[config.mk]
export PLATFORM = sky130hd
export DESIGN_NAME = pwm_timebase
export DESIGN_NICKNAME = d
export VERILOG_FILES = /design/src/rtl/ptb_pkg.sv /design/src/rtl/ptb_regs.sv /design/src/rtl/ptb_prescaler.sv /design/src/rtl/ptb_counter.sv /design/src/rtl/ptb_sync_out.sv /design/src/rtl/pwm_timebase.sv
export SDC_FILE = /design/constraint.sdc
export NUM_CORES = 1
export LEC_CHECK = 0
export BUFFER_PORTS_ARGS = -buffer_cell sky130_fd_sc_hd__buf_2
export CORE_UTILIZATION = 55
export DETAILED_ROUTE_END_ITERATION = 12
export HOLD_SLACK_MARGIN = 0.1
export MAX_ROUTING_LAYER = met4
export PLACE_DENSITY = 0.69
export SYNTH_ARGS = -nofsm -noshare
export SYNTH_HDL_FRONTEND = slang
export SYNTH_HIERARCHICAL = 1
export SYNTH_SLANG_ARGS = --single-unit
[constraint.sdc]
create_clock -name clk -period 8.8 [get_ports clk]
set_input_delay 2.64 -clock clk [delete_from_list [all_inputs] [get_ports clk]]
set_output_delay 2.64 -clock clk [all_outputs]
set_load 0.02 [all_outputs]
[src/rtl/ptb_pkg.sv]
package ptb_pkg;

  // Width of the prescaler count; the largest divide is 14 * 128 = 1792.
  localparam int DIV_W = 11;

  typedef enum logic [1:0] {
    MODE_UP     = 2'b00,
    MODE_DOWN   = 2'b01,
    MODE_UPDOWN = 2'b10,
    MODE_HOLD   = 2'b11
  } cnt_mode_e;

  typedef enum logic [1:0] {
    SO_PASS = 2'b00,
    SO_ZERO = 2'b01,
    SO_CMPB = 2'b10,
    SO_OFF  = 2'b11
  } sync_sel_e;

  // Control register; the force-sync bit (11) is a strobe and is not stored.
  typedef struct packed {
    sync_sel_e  sync_sel;  // [10:9]
    logic       phase_en;  // [8]
    logic [2:0] ck_code;   // [7:5]
    logic [2:0] hs_code;   // [4:2]
    cnt_mode_e  mode;      // [1:0]
  } ctrl_t;

  localparam int CTRL_W = $bits(ctrl_t);
  localparam ctrl_t CTRL_RESET = '{sync_sel: SO_PASS, phase_en: 1'b0,
                                   ck_code: 3'd0, hs_code: 3'd1,
                                   mode: MODE_HOLD};

  // First-stage factor: code 0 is 1, otherwise twice the code.
  function automatic logic [DIV_W-1:0] hs_factor(input logic [2:0] code);
    return (code == 3'd0) ? DIV_W'(1) : (DIV_W'(code) << 1);
  endfunction

  // Second-stage factor: a power of two.
  function automatic logic [DIV_W-1:0] ck_factor(input logic [2:0] code);
    return DIV_W'(1) << code;
  endfunction

  // Total divide between ticks.
  function automatic logic [DIV_W-1:0] tick_divide(input logic [2:0] hs,
                                                   input logic [2:0] ck);
    logic [2*DIV_W-1:0] prod;
    prod = {{DIV_W{1'b0}}, hs_factor(hs)} * {{DIV_W{1'b0}}, ck_factor(ck)};
    return prod[DIV_W-1:0];
  endfunction

endpackage

[src/rtl/ptb_regs.sv]
module ptb_regs
  import ptb_pkg::*;
#(
  parameter int CW = 16
) (
  input  logic          clk,
  input  logic          rst_n,
  input  logic          wr_en,
  input  logic [1:0]    wr_addr,
  input  logic [CW-1:0] wr_data,
  output ctrl_t         ctrl,
  output logic [CW-1:0] period,
  output logic [CW-1:0] phase,
  output logic [CW-1:0] cmpb,
  output logic          sw_sync
);

  localparam logic [1:0] A_CTRL  = 2'd0;
  localparam logic [1:0] A_PRD   = 2'd1;
  localparam logic [1:0] A_PHASE = 2'd2;
  localparam logic [1:0] A_CMPB  = 2'd3;
  localparam int FORCE_BIT = CTRL_W;

  logic wr_ctrl;
  assign wr_ctrl = wr_en && (wr_addr == A_CTRL);

  always_ff @(posedge clk or negedge rst_n) begin
    if (!rst_n) begin
      ctrl    <= CTRL_RESET;
      period  <= '0;
      phase   <= '0;
      cmpb    <= '0;
      sw_sync <= 1'b0;
    end else begin
      // The strobe is registered, so it sees the phase enable written with it.
      sw_sync <= wr_ctrl && wr_data[FORCE_BIT];
      if (wr_ctrl)                        ctrl   <= ctrl_t'(wr_data[CTRL_W-1:0]);
      if (wr_en && wr_addr == A_PRD)      period <= wr_data;
      if (wr_en && wr_addr == A_PHASE)    phase  <= wr_data;
      if (wr_en && wr_addr == A_CMPB)     cmpb   <= wr_data;
    end
  end

endmodule

[src/rtl/ptb_prescaler.sv]
module ptb_prescaler
  import ptb_pkg::*;
(
  input  logic       clk,
  input  logic       rst_n,
  input  logic       en,
  input  logic [2:0] hs_code,
  input  logic [2:0] ck_code,
  output logic       tick
);

  logic [DIV_W-1:0] pcnt;
  logic [DIV_W-1:0] div_m1;

  assign div_m1 = tick_divide(hs_code, ck_code) - DIV_W'(1);
  // ">=" recovers in one step if the divide shrinks mid-count.
  assign tick   = en && (pcnt >= div_m1);

  always_ff @(posedge clk or negedge rst_n) begin
    if (!rst_n)            pcnt <= '0;
    else if (!en || tick)  pcnt <= '0;
    else                   pcnt <= pcnt + DIV_W'(1);
  end

  // Counting starts from zero when enabled: a tick on the first enabled cycle
  // is only possible with a divide of one.
  p_first_tick_r2: assert property (@(posedge clk) disable iff (!rst_n)
    $rose(en) |-> (tick == (div_m1 == '0)));

endmodule

[src/rtl/ptb_counter.sv]
module ptb_counter
  import ptb_pkg::*;
#(
  parameter int CW = 16
) (
  input  logic          clk,
  input  logic          rst_n,
  input  logic          tick,
  input  cnt_mode_e     mode,
  input  logic [CW-1:0] period,
  input  logic [CW-1:0] phase,
  input  logic          load,
  output logic [CW-1:0] cnt_q,
  output logic          dir_q,
  output logic          step,
  output logic          zero_hit,
  output logic          period_hit
);

  localparam logic [CW-1:0] ONE = CW'(1);

  assign step       = tick && (mode != MODE_HOLD);
  assign zero_hit   = step && (cnt_q == '0);
  assign period_hit = step && (cnt_q == period);

  always_ff @(posedge clk or negedge rst_n) begin
    if (!rst_n) begin
      cnt_q <= '0;
      dir_q <= 1'b0;
    end else if (load) begin
      cnt_q <= phase;
    end else if (step) begin
      case (mode)
        MODE_UP: begin
          cnt_q <= (cnt_q >= period) ? '0 : cnt_q + ONE;
          dir_q <= 1'b0;
        end
        MODE_DOWN: begin
          cnt_q <= (cnt_q == '0) ? period : cnt_q - ONE;
          dir_q <= 1'b1;
        end
        MODE_UPDOWN: begin
          if (!dir_q) begin
            if (cnt_q >= period) begin
              dir_q <= 1'b1;
              cnt_q <= (cnt_q == '0) ? '0 : cnt_q - ONE;
            end else begin
              cnt_q <= cnt_q + ONE;
            end
          end else begin
            if (cnt_q == '0) begin
              dir_q <= 1'b0;
              cnt_q <= (period == '0) ? '0 : ONE;
            end else begin
              cnt_q <= cnt_q - ONE;
            end
          end
        end
        default: begin
        end
      endcase
    end
  end

  p_hold_no_tick_r2: assert property (@(posedge clk) disable iff (!rst_n)
    (!tick && !load) |=> ($stable(cnt_q) && $stable(dir_q)));

  p_up_wrap_r4: assert property (@(posedge clk) disable iff (!rst_n)
    (tick && mode == MODE_UP && cnt_q >= period && !load) |=> (cnt_q == '0));

  p_down_reload_r5: assert property (@(posedge clk) disable iff (!rst_n)
    (tick && mode == MODE_DOWN && cnt_q == '0 && !load) |=> (cnt_q == $past(period)));

  p_updown_turn_r6: assert property (@(posedge clk) disable iff (!rst_n)
    (tick && mode == MODE_UPDOWN && !dir_q && cnt_q >= period && !load) |=> dir_q);

  p_hold_mode_r7: assert property (@(posedge clk) disable iff (!rst_n)
    (mode == MODE_HOLD && !load) |=> $stable(cnt_q));

  p_phase_load_r10: assert property (@(posedge clk) disable iff (!rst_n)
    load |=> (cnt_q == $past(phase)));

endmodule

[src/rtl/ptb_sync_out.sv]
module ptb_sync_out
  import ptb_pkg::*;
#(
  parameter int CW = 16
) (
  input  sync_sel_e     sel,
  input  logic          sync_in,
  input  logic          zero_hit,
  input  logic          step,
  input  logic [CW-1:0] count,
  input  logic [CW-1:0] cmpb,
  output logic          sync_out
);

  logic cmpb_hit;
  assign cmpb_hit = step && (count == cmpb);

  always_comb begin
    case (sel)
      SO_PASS: sync_out = sync_in;
      SO_ZERO: sync_out = zero_hit;
      SO_CMPB: sync_out = cmpb_hit;
      default: sync_out = 1'b0;
    endcase
  end

endmodule

[src/rtl/pwm_timebase.sv]
module pwm_timebase
  import ptb_pkg::*;
#(
  parameter int CW = 16  // must be at least 12 to hold the control word
) (
  input  logic          clk,
  input  logic          rst_n,
  input  logic          clk_sync_en,
  input  logic          sync_in,
  input  logic          wr_en,
  input  logic [1:0]    wr_addr,
  input  logic [CW-1:0] wr_data,
  output logic [CW-1:0] count,
  output logic          dir_down,
  output logic          zero_evt,
  output logic          period_evt,
  output logic          sync_out
);

  ctrl_t         ctrl;
  logic [CW-1:0] period, phase, cmpb;
  logic          sw_sync;
  logic          tick;
  logic          step;
  logic          load;

  ptb_regs #(.CW(CW)) u_regs (
    .clk(clk), .rst_n(rst_n), .wr_en(wr_en), .wr_addr(wr_addr),
    .wr_data(wr_data), .ctrl(ctrl), .period(period), .phase(phase),
    .cmpb(cmpb), .sw_sync(sw_sync)
  );

  ptb_prescaler u_presc (
    .clk(clk), .rst_n(rst_n), .en(clk_sync_en),
    .hs_code(ctrl.hs_code), .ck_code(ctrl.ck_code), .tick(tick)
  );

  // Phase load: hardware or software sync, gated by phase enable.
  assign load = ctrl.phase_en && (sync_in || sw_sync);

  ptb_counter #(.CW(CW)) u_cnt (
    .clk(clk), .rst_n(rst_n), .tick(tick), .mode(ctrl.mode),
    .period(period), .phase(phase), .load(load),
    .cnt_q(count), .dir_q(dir_down), .step(step),
    .zero_hit(zero_evt), .period_hit(period_evt)
  );

  ptb_sync_out #(.CW(CW)) u_sync (
    .sel(ctrl.sync_sel), .sync_in(sync_in), .zero_hit(zero_evt),
    .step(step), .count(count), .cmpb(cmpb), .sync_out(sync_out)
  );

  p_strobe_on_tick_r9: assert property (@(posedge clk) disable iff (!rst_n)
    (zero_evt || period_evt) |-> tick);

  p_sync_zero_r12: assert property (@(posedge clk) disable iff (!rst_n)
    (ctrl.sync_sel == SO_ZERO) |-> (sync_out == zero_evt));

  p_sync_off_r12: assert property (@(posedge clk) disable iff (!rst_n)
    (ctrl.sync_sel == SO_OFF) |-> !sync_out);

  p_sw_sync_r11: assert property (@(posedge clk) disable iff (!rst_n)
    (sw_sync && ctrl.phase_en) |=> (count == $past(phase)));

endmodule

# Yosys cells after proc, flatten, opt, wreduce, memory -nomap -nowiden
# Index checks and enable logic that the tools add are counted.
# classes
n_addsub,4
n_mul,1
n_lt_le_gt_ge,2
eq_ne,10
shifts,1
n_mux,17
bitwise_logic,1
n_reduce_logical,25
# ops
op,n
$mux 16,8
$pmux 16 s3,1
$eq 16x16->1,2
$logic_not 16->1,2
$add 16x1->16 const B,1
$ge 16x16->1,1
$sub 16x1->16 const B,1
$add 11x1->11 const B,1
$ge 11x11->1,1
$logic_and 1x1->1,11
$mul 11x11->11,1
$mux 11,1
$shl 1x3->11 const A,1
$sub 11x1->11 const B,1
$eq 2x2->1 const B,4
$eq 2x1->1 const B,3
$logic_not 2->1,3
$pmux 1 s3,2
$mux 1,4
$mux 4,1
$reduce_bool 4->1,1
$logic_not 3->1,1
$reduce_and 3->1,1
$reduce_bool 3->1,1
other kinds (6),7
# word_totals
ff_bits,88
input_bits,23
output_inout_bits,20
wordCells,73

# Depth between registers and ports, before layout
# Gate-level depths: netlist of the first run.
# logic_depth
word_depth,9
ltp_mapped,28
mapped_depth_nobuf,27

# Modules after synthesis
# Netlist of the first run, hierarchy kept.
# by_module_without_submodules
mod,instances,cells_each,area_each_um2,seq_area_each_um2
ptb_counter,1,349,2454.9,425.4
ptb_regs,1,128,2248.4,1505.2
ptb_prescaler,1,233,1950.6,275.3
ptb_sync_out,1,25,201.4,0.0
pwm_timebase,1,1,7.5,0.0

# Worst setup path after synthesis of the first run
# No wires, ideal clock.
# synth_path
path_type,register to output
start,"register, netlist name u_regs/ctrl[6]"
end,output sync_out
arrival_ns,5.255
required_ns,6.160
setup_slack_ns,0.905
stages_incl_launch_ff,24
path_buffers,1
cell_sequence,dfrtp_1 > clkbuf_1 > nor2b_1 > nand2_1 > ha_1 > inv_1 > fa_1 > inv_1 > fa_1 > inv_1 > ha_1 > and3_4 > a2111oi_4 > o21ai_0 > a21oi_1 > xnor2_1 > ha_1 > and3_1 > o31ai_1 > a21boi_0 > nand2b_1 > nor2_1 > mux2i_1 > o22ai_2
# synth_via
elab_chain_cells,8
word_cells_on_any_way,9
classes_between,add/sub: 1; mul: 1; order compare: 1; shift: 1; mux: 1; reduce/logical: 4
# synth_rtl
item,line,rtl
$shl 1x3->11,ptb_pkg.sv:41,return DIV_W'(1) << code;
$mul 11x11->11,ptb_pkg.sv:48,"prod = {{DIV_W{1'b0}}, hs_factor(hs)} * {{DIV_W{1'b0}}, ck_factor(ck)};"
$sub 11x1->11,ptb_prescaler.sv:15,"assign div_m1 = tick_divide(hs_code, ck_code) - DIV_W'(1);"
$ge 11x11->1,ptb_prescaler.sv:17,assign tick = en && (pcnt >= div_m1);
$logic_and 1x1->1,ptb_prescaler.sv:17,
net tick,pwm_timebase.sv:23,logic tick;
$logic_and 1x1->1,ptb_counter.sv:22,assign step = tick && (mode != MODE_HOLD);
$logic_and 1x1->1,ptb_counter.sv:23,assign zero_hit = step && (cnt_q == '0);
net zero_evt,pwm_timebase.sv:15,"output logic zero_evt,"
$pmux 1 s3,ptb_sync_out.sv:19,case (sel)
"end, declared",pwm_timebase.sv:17,output logic sync_out
# The timed path passes the listed nets, and every way through them passes these cells.

# Final worst setup path of the first run
# layout_path
start,"register, netlist name u_regs/ctrl[7]"
end,output sync_out
# layout_via
elab_chain_cells,8
word_cells_on_any_way,9
classes_between,add/sub: 1; mul: 1; order compare: 1; shift: 1; mux: 1; reduce/logical: 4
# layout_rtl
item,line,rtl
$shl 1x3->11 *,ptb_pkg.sv:41,
$mul 11x11->11 *,ptb_pkg.sv:48,
$sub 11x1->11 *,ptb_prescaler.sv:15,
$ge 11x11->1 *,ptb_prescaler.sv:17,
$logic_and 1x1->1 *,ptb_prescaler.sv:17,
net tick,pwm_timebase.sv:23,
$logic_and 1x1->1 *,ptb_counter.sv:22,
net step,pwm_timebase.sv:24,logic step;
"$logic_and 1x1->1, on equally long branches","ptb_sync_out.sv:16, ptb_counter.sv:23",
$pmux 1 s3 *,ptb_sync_out.sv:19,
# Mark *: on every way through the listed nets, which the timed path passes. The rest lies on a longest branch.

==> run summary, run 1 <==
The origin of the critical flop-to-flop path is u_regs/ctrl[7]. The number of setup violations in the final report is 0. In this run the power density over the cells is around 260 nW/um2.

The layout-stage area growth over the synthesis result is 9.207%. The area share of the largest cell type after synthesis came out at a little under a third. The total of warnings raised by yosys is 6. By area the synthesized netlist is led by dfrtp_1 31%, ha_1 10%, mux2_2 9.8%. In this run, placement finished with an instance count of 919. The fraction of the yosys area taken by sequential cells is 32.14%.

The total routing resource utilization after global routing came out at a little under a third. In the final layout, the share of cells above drive strength 1 is between 20% and 30%. The clock tree from TritonCTS is yes. In this run the worst path has a maximum fanout of 17. The core region is 12110 um2. The starting density of the core is 56.66%.

The number of placed I/O pins is 43. The clock passes through at most 2 buffers. The mapped cell area is 6863 um2. The post-synthesis sequential element count came out at 88. The worst hold path cell count came out at 1. The total global routing overflow is 0.

Clock latency on the worst-skew pair, taken at its later pin, is 360 ps. The setup path with the least slack is of type reg2out. The max-slew violation count is 0. The switching power of the nets is 0.8938 mW. The number of failing hold endpoints at the final stage came out at 0. The final core area utilization came out at 61.88%. The worst pin sits at a relative slew slack of 29.76%.

dfrtp_1 takes more of the synthesized area than any other cell. The number of rows in the core area is 40. Detailed placement ended at an HPWL of about 13000 um. After clock tree synthesis, the clock-pin slew on the worst setup and hold paths is 70 ps.

The area occupied by registers is 2210 um2. The global-route wire length before repair is 29490 um. The data arrival time of the worst path is 5890 ps. The endpoint of the worst hold path is u_regs/phase[13].

The most used flip-flop cell after synthesis is dfrtp_1. The synthesized instance count is 736. Between clock sinks in the finished design, the worst skew comes to 13.33 ps. The count of inserted antenna diode cells came out at 0. The logic depth of the worst register-to-register path is 26. The die is 113.7 um tall. The switching share of power is 45.14%. The largest net degree at the start of global routing came out at 57. The part of the total power dissipated in sequential elements is 33.8%. The final routed wire length divided by cell count came out at 19.43 um. The layout net count is 857. The run finished with clean final reports.

The final worst-path setup slack is ~270 ps. The total clock buffers created by CTS came out at 9. The synthesized design contains 0 enable-type register cells. The CTS sink count came out at a little under 90. The area of combinational cells with multiple inputs came out at 4295 um2. In this run the worst hold path is classified as reg2reg. The pre-antenna-repair detailed-routing pass consisted of 7 iterations. Buffers placed on the I/O ports in this run total 42.

The via count of the first global-routing pass is 5537. The setup slack on the worst flop-to-flop path came out at around 2600 ps. The fill cell instance count of the final layout is 1065. The worst setup path is launched from a flop. The net count after synthesis is 827.

The clock period minus worst slack came out at around 8500 ps. The max-capacitance violation count is 0. The endpoint of the worst-slack reg-to-reg timing path is u_cnt/cnt_q[12]. The number of nets still failing antenna checks after routing came out at 0. The internal power summed over all cells came out at approximately 1.1 mW. The total power draw is 1.980 mW.

The maximum frequency from static timing analysis came out at 0.1172 GHz. The endpoint type of the worst setup path is a primary output. The total die area is 12930 um2. The wire length reported by the detailed router is 18240 um. The synthesized area divided by synthesized cell count is slightly above 9 um2. The final clock period utilization by the worst path is slightly below 100%. Across all layers, the routed design uses 5743 vias. Clock tree synthesis selected as its root buffer the cell clkbuf_16.

The post-detailed-route via-to-cell ratio is 6.116. The number of DRC markers after the initial detailed-route iteration came out at around 530. The leakage power total is 3.396 nW. The transition time at the pin with the least slew margin came out at ~1000 ps. The final standard cell count with taps included and fillers excluded is 939.

The pre-CTS setup slack came out at approximately 560 ps. The share of total power dissipated in the clock network is 18.6%. From left edge to right edge, the die measures 113.7 um. The maximum vdd ir drop came out at 0.1681 mV. STA puts the critical path data required time at 6160 ps.

The startpoint identified for the worst hold timing path is u_regs/phase[13]. The deepest level of the CTS H-tree came out at 3. The share of total power dissipated in combinational logic is 47.6%. After detailed routing, the number of remaining DRC violations is 0. The last weighted congestion value of the routability-driven placer is 0.8886. The post-synthesis cell type count came out at 69. For this run, asynchronously set or reset flops after synthesis account for 100.0%.

The initial antenna violation count came out at 0.
[worst max-delay path by stage]
stage,start,to,depth (start not counted)
floorplan,u_regs/ctrl[6],sync_out,23
global placement,u_regs/ctrl[6],sync_out,25
detailed placement,u_regs/ctrl[6],sync_out,25
CTS,u_regs/ctrl[6],sync_out,25
global route,u_regs/ctrl[7],sync_out,25
finish,u_regs/ctrl[7],sync_out,25
[placed cells by master (no fill, tap or decap), types with 14 or more instances in the layout]
cell type | netlist | routed
nor3_1 | 15 | 15
buf_2 | 4 | 41
nor2_1 | 49 | 48
dfrtp_1 | 85 | 82
mux2_2 | 60 | 60
xor2_1 | 27 | 27
nand2_1 | 49 | 49
a21oi_1 | 37 | 37
nand3_1 | 30 | 30
ha_1 | 55 | 55
inv_1 | 59 | 59
nand4_1 | 14 | 14
o21ai_0 | 24 | 24
xnor2_1 | 22 | 22
[cell families after synthesis]
group	synth area share (%)
AO/OA/AOI/OAI	12.29
XOR/XNOR	6.253
adder cells (fa/ha/maj)	13.82
buffers and inverters	5.488
flip-flops	32.14
multiplexers	10.28
AND/OR/NAND/NOR	19.73
[power groups by stage]
stage | clock network (mW) | registers [mW] | logic, mW
final | 0.368 | 0.669 | 0.943
after global routing | 0.389 | 0.682 | 1.04
after CTS | 0.375 | 0.661 | 0.920
after detailed placement | 0 | 0.669 | 0.912
after global placement | 0 | 0.662 | 0.884
after floorplan | 0 | 0.605 | 0.718
[cell usage after synthesis (9+ instances only)]
library cell  number
nand2b_1          12
ha_1              55
nor2b_1           10
and3_1            13
nor2_2             9
o21ai_0           24
dfrtp_1           85
nand2_1           49
nand3_1           30
nand4_1           14
clkbuf_1          20
mux2_2            60
xnor2_1           22
xor2_1            27
nor4_1            13
nor3_1            15
fa_1              13
inv_1             59
nor2_1            49
a21oi_1           37
[area by class of cell]
cell class | count | area share (%)
clock buffer | 10 | 3.055
clock inverter | 6 | 0.6511
inverter | 59 | 2.955
multi-input combinational | 557 | 57.31
sequential | 88 | 29.48
tap | 168 | 2.805
timing repair buffer | 51 | 3.740
[flip-flops by register name, indices dropped and copies added, names as in the netlist]
register	flops
u_cnt/cnt_q	16
u_cnt/dir_q	1
u_presc/pcnt	11
u_regs/cmpb	16
u_regs/ctrl	11
u_regs/period	16
u_regs/phase	16
u_regs/sw_sync	1
[metal layers]
metal	GRT usage (%)	share of wire, %	up-vias	wire length, um
met5	-	0	-	0
li1	-	-	2664	-
met1	43.71	46	2801	8308
met4	8.596	1.9	0	344
met3	6.536	8.0	34	1461
met2	44.80	45	244	8129
[through the flow]
step           TNS, ps  instance area [um2]  hold slack, ps
6_report             0                 7495           502.1
5_1_grt         -30.97                 7495           535.8
4_1_cts              0                 7446           503.5
3_5_place_dp         0                 7168           486.3
3_3_place_gp         0                 7168           479.8
2_1_floorplan        0                 6863           460.7
[critical path: stages (launching register included)]
cell	delay, ps
dfrtp_2	510
nor2b_1	220
nand3_1	120
ha_1	300
inv_1	50
fa_1	520
inv_1	50
fa_1	520
inv_1	40
ha_1	350
and3_4	220
a2111oi_4	420
o21ai_0	140
a21oi_1	210
xnor2_1	100
ha_1	300
and3_1	200
o31ai_1	70
a21boi_0	180
nand2b_1	160
inv_1	180
nand2_1	60
nor3_1	140
nand4_1	140
o22ai_2	150
buf_2	190
[what timing repair did]
action	CTS	global route
endpoints found under the setup margin	0	1
buffers inserted	0	4
endpoints found under the hold margin	0	0
hold buffers	0	0
gates resized for setup	0	8
(Power assumes the default switching activity.)
==> run 2, diff against run 1 <==
==> constraint.sdc (replaced) <==
create_clock -name clk -period 8.8 [get_ports clk]
set_input_delay 1.32 -clock clk [delete_from_list [all_inputs] [get_ports clk]]
set_output_delay 1.32 -clock clk [all_outputs]
set_load 0.02 [all_outputs]
==> run summary, run 2 (same netlist as run 1, synthesis figures left out) <==
The die boundary height came out at 113.7 um (unchanged). The global-route wire length before repair came out at 29490 um (unchanged). The floorplan die width came to 113.7 um (unchanged).

The fill cell instance count of the final layout is 1072 (was 1065). The switching share of power was 45.19% (was 45.14%). The internal power summed over all cells came out at 1.080 mW (was 1.086 mW).

The cell chosen for the clock root is clkbuf_16 (unchanged). The worst hold-check slack is 503.8 ps (was 502.1 ps). The number of nets still failing antenna checks after routing is 0 (unchanged). The kind of cell adding the most delay to the critical path is adder cells (unchanged). The wire length reported by the detailed router was 18190 um (was 18240 um). The most frequent standard cell in the layout excluding fill and tap cells is dfrtp_1 (unchanged). The maximum frequency from static timing analysis is 0.1352 GHz (was 0.1172 GHz). The number of rows in the core area is 40 (unchanged).

The library cell contributing the largest single delay on the critical path is dfrtp_1 (was fa_1). The total clock buffers created by CTS came to 9 (unchanged). The layout net count came out at 853 (was 857).

The areal power density over the cells is 264.5 nW/um2 (was 264.2 nW/um2). The proportion of layout cells with a drive suffix above 1 is 20.08% (was 21.40%). The post-DP HPWL came to 13500 um (unchanged).

The clock latency reported for the late side of the worst-skew pair was 350 ps (was 360 ps). The initial antenna violation count is 0 (unchanged). The worst clock skew is 12.39 ps (was 13.33 ps). The endpoint type of the worst setup path is a primary output (unchanged). The final standard cell count with taps included and fillers excluded came out at 935 (was 939). The final clock period utilization by the worst path came out at 84.02% (was 96.98%). The deepest level of the CTS H-tree is 3 (unchanged). The area of the placeable core is 12110 um2 (unchanged). The number of buffers and inverters on the critical path was 5 (unchanged). The total die area came out at 12930 um2 (unchanged). The number of cells in the design after placement is 919 (unchanged). The post-detailed-route via-to-cell ratio was 6.143 (was 6.116). The post-cts gate resize count came out at 0 (unchanged). The largest net degree at the start of global routing is 57 (unchanged). The starting density of the core is 56.66% (unchanged).

The count of inserted antenna diode cells came out at 0 (unchanged). The part of the power in combinational logic came out at 47.4% (was 47.6%). The clock transition at the registers of the reported paths is 70 ps (about the same).

The last weighted congestion value of the routability-driven placer is 0.8886 (unchanged). The number of buffers added on ports is 42 (unchanged). The data arrival time of the worst path is 6070 ps (was 5890 ps). The final worst-path setup slack came out at 1406 ps (was 266.2 ps). The global-route met3 utilization came out at 6.536% (unchanged). The worst max-slew margin expressed relative to the limit is 27.31% (was 29.76%).

The summed negative setup slack over all endpoints was 0 ps (unchanged). The DRC violations left is 0 (unchanged). The part of the total power dissipated in the clock network came out at 18.7% (was 18.6%).

The maximum vdd ir drop is 0.1681 mV (about the same). The leakage power total is 3.373 nW (was 3.396 nW). The delay contributed by the slowest stage of the critical path came out at 580 ps (was 520 ps).

The number of DRC markers after the initial detailed-route iteration came to 534 (was 526). The routing usage on met1 is 43.71% (unchanged). The routing layer with the top usage in global route is met2 (unchanged).

The clock tree from TritonCTS was yes (unchanged). The number of failing hold endpoints at the final stage is 0 (unchanged). The total vias in the final route is 5744 (was 5743). Setup repair after global routing left no endpoint under its margin. The part of the total power dissipated in sequential elements is 34.0% (was 33.8%). The number of placed I/O pins came out at 43 (unchanged).

The number of setup violations in the final report is 0 (unchanged). The met2 track demand over resource was 44.80% (unchanged). The clock period minus worst slack came to 7394 ps (was 8534 ps). The via count of the first global-routing pass is 5537 (unchanged). The transition time at the pin with the least slew margin came out at 1086 ps (was 1049 ps). Run status: completed (unchanged). The switching power of the nets is 0.8902 mW (was 0.8938 mW). The total global routing overflow is 0 (unchanged). The pre-CTS setup slack is 1876 ps (was 555.8 ps). The category of the most critical setup path is reg2out (unchanged).

The maximum count of clock buffers along a single path was 2 (unchanged). The number of iterations in the first detailed-routing pass is 5 (was 7). The area occupied by registers is 2206 um2 (was 2210 um2). The CTS sink count came out at 88 (unchanged). The setup fix buffers added after clock tree synthesis is 0 (unchanged). The area of combinational cells with multiple inputs came to 4280 um2 (was 4295 um2). The maximum fanout along the worst path came out at 14 (was 17). The final routed wire length divided by cell count came out at 19.45 um (was 19.43 um).

The max-capacitance violation count came out at 0 (unchanged). The type of the most critical hold path is reg2reg (unchanged). The hold buffer count at CTS is 0 (unchanged). The layout-stage area growth over the synthesis result is 8.496% (was 9.207%). The total routing resource utilization after global routing came out at 30.91% (unchanged).

The cell with the most instances on the worst path is inv_1 (unchanged). The max-slew violation count came out at 0 (unchanged). The type of element launching the critical path is a flop (unchanged). The data required time at the worst endpoint came out at 7480 ps (was 6160 ps).

Highest-count cells in the layout ignoring fill and taps: 85 x dfrtp_1, 60 x mux2_2, 59 x inv_1 (was 82 x dfrtp_1, 60 x mux2_2, 59 x inv_1).
## run 2: cell count changes in the layout (fill, tap and decap cells not counted), moves of 2 or more
cell and delta:
nor2b_1 +3, nor2b_2 -2, dfrtp_1 +3, dfrtp_2 -3, buf_4 -4
## run 2: final cells by class
type	count	share of cell area, %
clock inverters	6	0.6554
flip-flops and latches	88	29.63
clock buffers	10	3.075
well taps	168	2.823
multi-input cells	557	57.49
inverters	59	2.974
repair buffers	47	3.361
## run 2: path summary, 6_finish.rpt
kind                                  start                to  slack [ps]  cells after the start
hold / removal             u_regs/phase[13]  u_regs/phase[13]         500                      1
setup / recovery             u_regs/ctrl[6]          sync_out        1410                     25
hold reg to reg            u_regs/phase[13]  u_regs/phase[13]         500                      1
min in group asynchronous             rst_n    u_cnt/cnt_q[5]         900                      1
max in group asynchronous             rst_n    u_regs/ctrl[4]        6840                      2
setup reg to reg             u_regs/ctrl[6]   u_cnt/cnt_q[12]        2420                     26
## run 2: stage by stage
| step | utilization (%) | instance area [um2] | power (mW) |
|---|---|---|---|
| 5_1_grt | 61.48 | 7446 | 2.104 |
| 6_report | 61.48 | 7446 | 1.970 |
| 3_3_place_gp | 59.18 | 7168 | 1.546 |
| 3_5_place_dp | 59.18 | 7168 | 1.580 |
| 2_1_floorplan | - | 6863 | 1.323 |
| 4_1_cts | 61.48 | 7446 | 1.956 |
## run 2: power groups by stage
stage	clock network (mW)	logic, mW	registers (mW)
after floorplan	0	0.718	0.605
after CTS	0.375	0.920	0.661
after global placement	0	0.884	0.662
after detailed placement	0	0.912	0.669
after global routing	0.389	1.03	0.681
final	0.368	0.933	0.669
## run 2: worst register-to-register path: cells and delay by family, from the launching register on
| kind | cells | cell delay [ps] |
|---|---|---|
| XOR/XNOR | 1 | 100 |
| buffers and inverters | 5 | 540 |
| flip-flops | 1 | 580 |
| adder cells (fa/ha/maj) | 5 | 1980 |
| AO/OA/AOI/OAI | 7 | 1470 |
| AND/OR/NAND/NOR | 8 | 1580 |
## run 2: layer usage
layer  part of all wire [%]  routed length [um]  vias up
met1                     46                8386     2801
met4                    1.8                 321        0
met2                     44                8073      255
met3                    7.7                1409       34
li1                       -                   -     2654
met5                      0                   0        -
==> run 3, diff against run 2 <==
--- a/config.mk
+++ b/config.mk
@@ -10,7 +10,7 @@
 export DETAILED_ROUTE_END_ITERATION = 12
 export HOLD_SLACK_MARGIN = 0.1
 export MAX_ROUTING_LAYER = met4
-export PLACE_DENSITY = 0.69
+export PLACE_DENSITY = 0.72
 export SYNTH_ARGS = -nofsm -noshare
 export SYNTH_HDL_FRONTEND = slang
 export SYNTH_HIERARCHICAL = 1
==> constraint.sdc (replaced) <==
create_clock -name clk -period 6.6 [get_ports clk]
set_input_delay 0.99 -clock clk [delete_from_list [all_inputs] [get_ports clk]]
set_output_delay 0.99 -clock clk [all_outputs]
set_load 0.02 [all_outputs]
==> run summary, run 3 (same netlist as run 1, synthesis figures left out) <==
The maximum count of clock buffers along a single path is 2 (unchanged). The transition time at the pin with the least slew margin came out at 1205 ps (was 1086 ps). The number of rows in the core area is 40 (unchanged). The last weighted congestion value of the routability-driven placer came out at 0.9894 (was 0.8886). Setup repair after global routing missed its margin: yes (was no). The total routing resource utilization after global routing came out at 31.01% (was 30.91%). The type of element launching the critical path is a flop (unchanged). The layout net count is 872 (was 853).

The number of failing hold endpoints at the final stage is 0 (unchanged). The CTS sink count is 88 (unchanged). The number of buffers and inverters on the critical path came to 3 (was 5). The wire length reported by the detailed router came out at 18740 um (was 18190 um). The total vias in the final route is 5864 (was 5744). The delay contributed by the slowest stage of the critical path is 500 ps (was 580 ps). The final routed wire length divided by cell count came out at 19.64 um (was 19.45 um).

Traced cell by cell, the critical path runs through nor2b_2 > nand2_1 > ha_4 > fa_1 > inv_1 > fa_1 > ha_4 > nor2b_1 > o21a_1 > o21a_1 > nor4b_2 > a211oi_2 > ha_1 > nand4_1 > nor2_2 > o31ai_4 > a21boi_2 > nand2b_1 > inv_2 > nand2_2 > nor3_2 > nand4_1 > o22ai_2 > buf_6. The number of placed I/O pins is 43 (unchanged). The total die area is 12930 um2 (unchanged).

The clock transition at the registers of the reported paths came out at 60 ps (was 70 ps). The number of cells in the design after placement came out at 927 (was 919). The via count of the first global-routing pass is 5519 (was 5537). The kind of cell adding the most delay to the critical path is adder cells (unchanged). The max-slew violation count came out at 0 (unchanged). The final critical path takes up a little over nine tenths of the cycle.

Run status: completed (unchanged). The layout-stage area growth over the synthesis result was 13.38% (was 8.496%). The number of DRC markers after the initial detailed-route iteration is 522 (was 534). The most frequent standard cell in the layout excluding fill and tap cells is dfrtp_1 (unchanged). The maximum frequency from static timing analysis came out at 0.1552 GHz. The cell chosen for the clock root is clkbuf_16 (unchanged). The largest net degree at the start of global routing came out at 89 (was 57). The worst hold path cell count is 1 (unchanged). The data arrival time of the worst path is 5450 ps (was 6070 ps). The worst max-slew margin expressed relative to the limit came to 19.28% (was 27.31%). The logic depth of the worst register-to-register path came to 27 (was 26). The proportion of layout cells with a drive suffix above 1 came out at 25.95% (was 20.08%). The leakage power total is 3.476 nW (was 3.373 nW).

The number of buffers added on ports is 42 (unchanged). The final core area utilization is 64.25% (was 61.48%). The number of setup violations in the final report is 0 (unchanged). The clock period minus worst slack came out at approximately 6400 ps. The DRC violations left came out at 0 (unchanged). The clock latency reported for the late side of the worst-skew pair came out at 350 ps (about the same).

The number of iterations in the first detailed-routing pass is 5 (unchanged). The post-detailed-route via-to-cell ratio is 6.147 (was 6.143). The number of cells on the critical path is 24 (was 25).

The post-DP HPWL is 13510 um (was 13500 um). The endpoint type of the worst setup path was a primary output (unchanged). The area of the placeable core came out at 12110 um2 (unchanged). The floorplan die width is 113.7 um (unchanged). The die boundary height came out at 113.7 um (unchanged). The initial antenna violation count was 0 (unchanged).

The library cell contributing the largest single delay on the critical path is fa_1 (was dfrtp_1). The clock tree from TritonCTS is yes (unchanged). The count of inserted antenna diode cells came out at 0 (unchanged). The starting density of the core was 56.66% (unchanged). The hold buffer count at CTS was 0 (unchanged). The worst clock skew is 8.557 ps (was 12.39 ps). The global-route wire length before repair came out at 29710 um (was 29490 um). The category of the most critical setup path is reg2out (unchanged).

The total clock buffers created by CTS came out at 9 (unchanged). The maximum vdd ir drop came to 0.1796 mV (was 0.1681 mV). The maximum fanout along the worst path came out at 4 (was 14). The deepest level of the CTS H-tree was 3 (unchanged). The final standard cell count with taps included and fillers excluded is 954 (was 935). The total global routing overflow came to 0 (unchanged). The data required time at the worst endpoint is 5610 ps (was 7480 ps). The number of nets still failing antenna checks after routing came out at 0 (unchanged).

The max-capacitance violation count is 0 (unchanged). Highest-count cells in the layout ignoring fill and taps: 82 x dfrtp_1, 60 x mux2_2, 54 x inv_1 (was 85 x dfrtp_1, 60 x mux2_2, 59 x inv_1). The worst hold-check slack came out at 500.8 ps (was 503.8 ps).

The areal power density over the cells came out at 359.3 nW/um2 (was 264.5 nW/um2). The type of the most critical hold path is reg2reg (unchanged). The total power draw is 2.796 mW (was 1.970 mW).
[run 3: cell types whose count changed in the layout (fill, tap and decap cells not counted), moves of 5 or more]
cell	before	now
ha_1	55	49
buf_4	6	24
ha_4	0	5
inv_1	59	54
inv_2	0	5
[run 3: layout make-up]
type                            count  area, um2
Multi-Input combinational cell    557       4438
Fill cell                        1025       4330
Sequential cell                    88       2210
Timing Repair Buffer               66      402.9
Clock buffer                       12      246.5
Inverter                           59      221.5
Tap cell                          168      210.2
Clock inverter                      4      52.55
[run 3: where the power goes]
| part | internal [mW] | total (mW) | switching [mW] |
|---|---|---|---|
| sequential | 0.650 | 0.884 | 0.234 |
| combinational | 0.612 | 1.39 | 0.779 |
| clock | 0.305 | 0.521 | 0.215 |
| total | 1.57 | 2.80 | 1.23 |
[run 3: per-stage QoR]
stage	worst slack, ps	cell area, um2	setup TNS (ps)
final	155.3	7781	0
after global routing	-65.52	7781	-65.52
after CTS	13.20	7620	0
after detailed placement	55.78	7228	0
after global placement	245.3	7228	0
after floorplan	355.4	6863	0
[run 3: worst paths after layout]
check                                 start               end  slack [ps]
min reg2reg                u_regs/phase[13]  u_regs/phase[13]         500
max reg2reg                  u_regs/ctrl[3]   u_cnt/cnt_q[12]         680
max in group asynchronous             rst_n    u_regs/ctrl[5]        4970
min                        u_regs/phase[13]  u_regs/phase[13]         500
min in group asynchronous             rst_n  u_regs/period[0]         830
max                          u_regs/ctrl[3]          sync_out         160
[run 3: metal layers]
metal	up-vias	wire length (um)	track usage [%]
li1	2699	-	-
met1	2862	8421	42.86
met2	266	8292	44.76
met3	37	1531	6.217
met4	0	493	12.11
met5	-	0	-
[run 3: timing repair]
item / CTS / global route
pin swaps: 2 / 30
resized for setup: 11 / 32
setup endpoints to repair: 3 / 2
setup buffers: 7 / 4
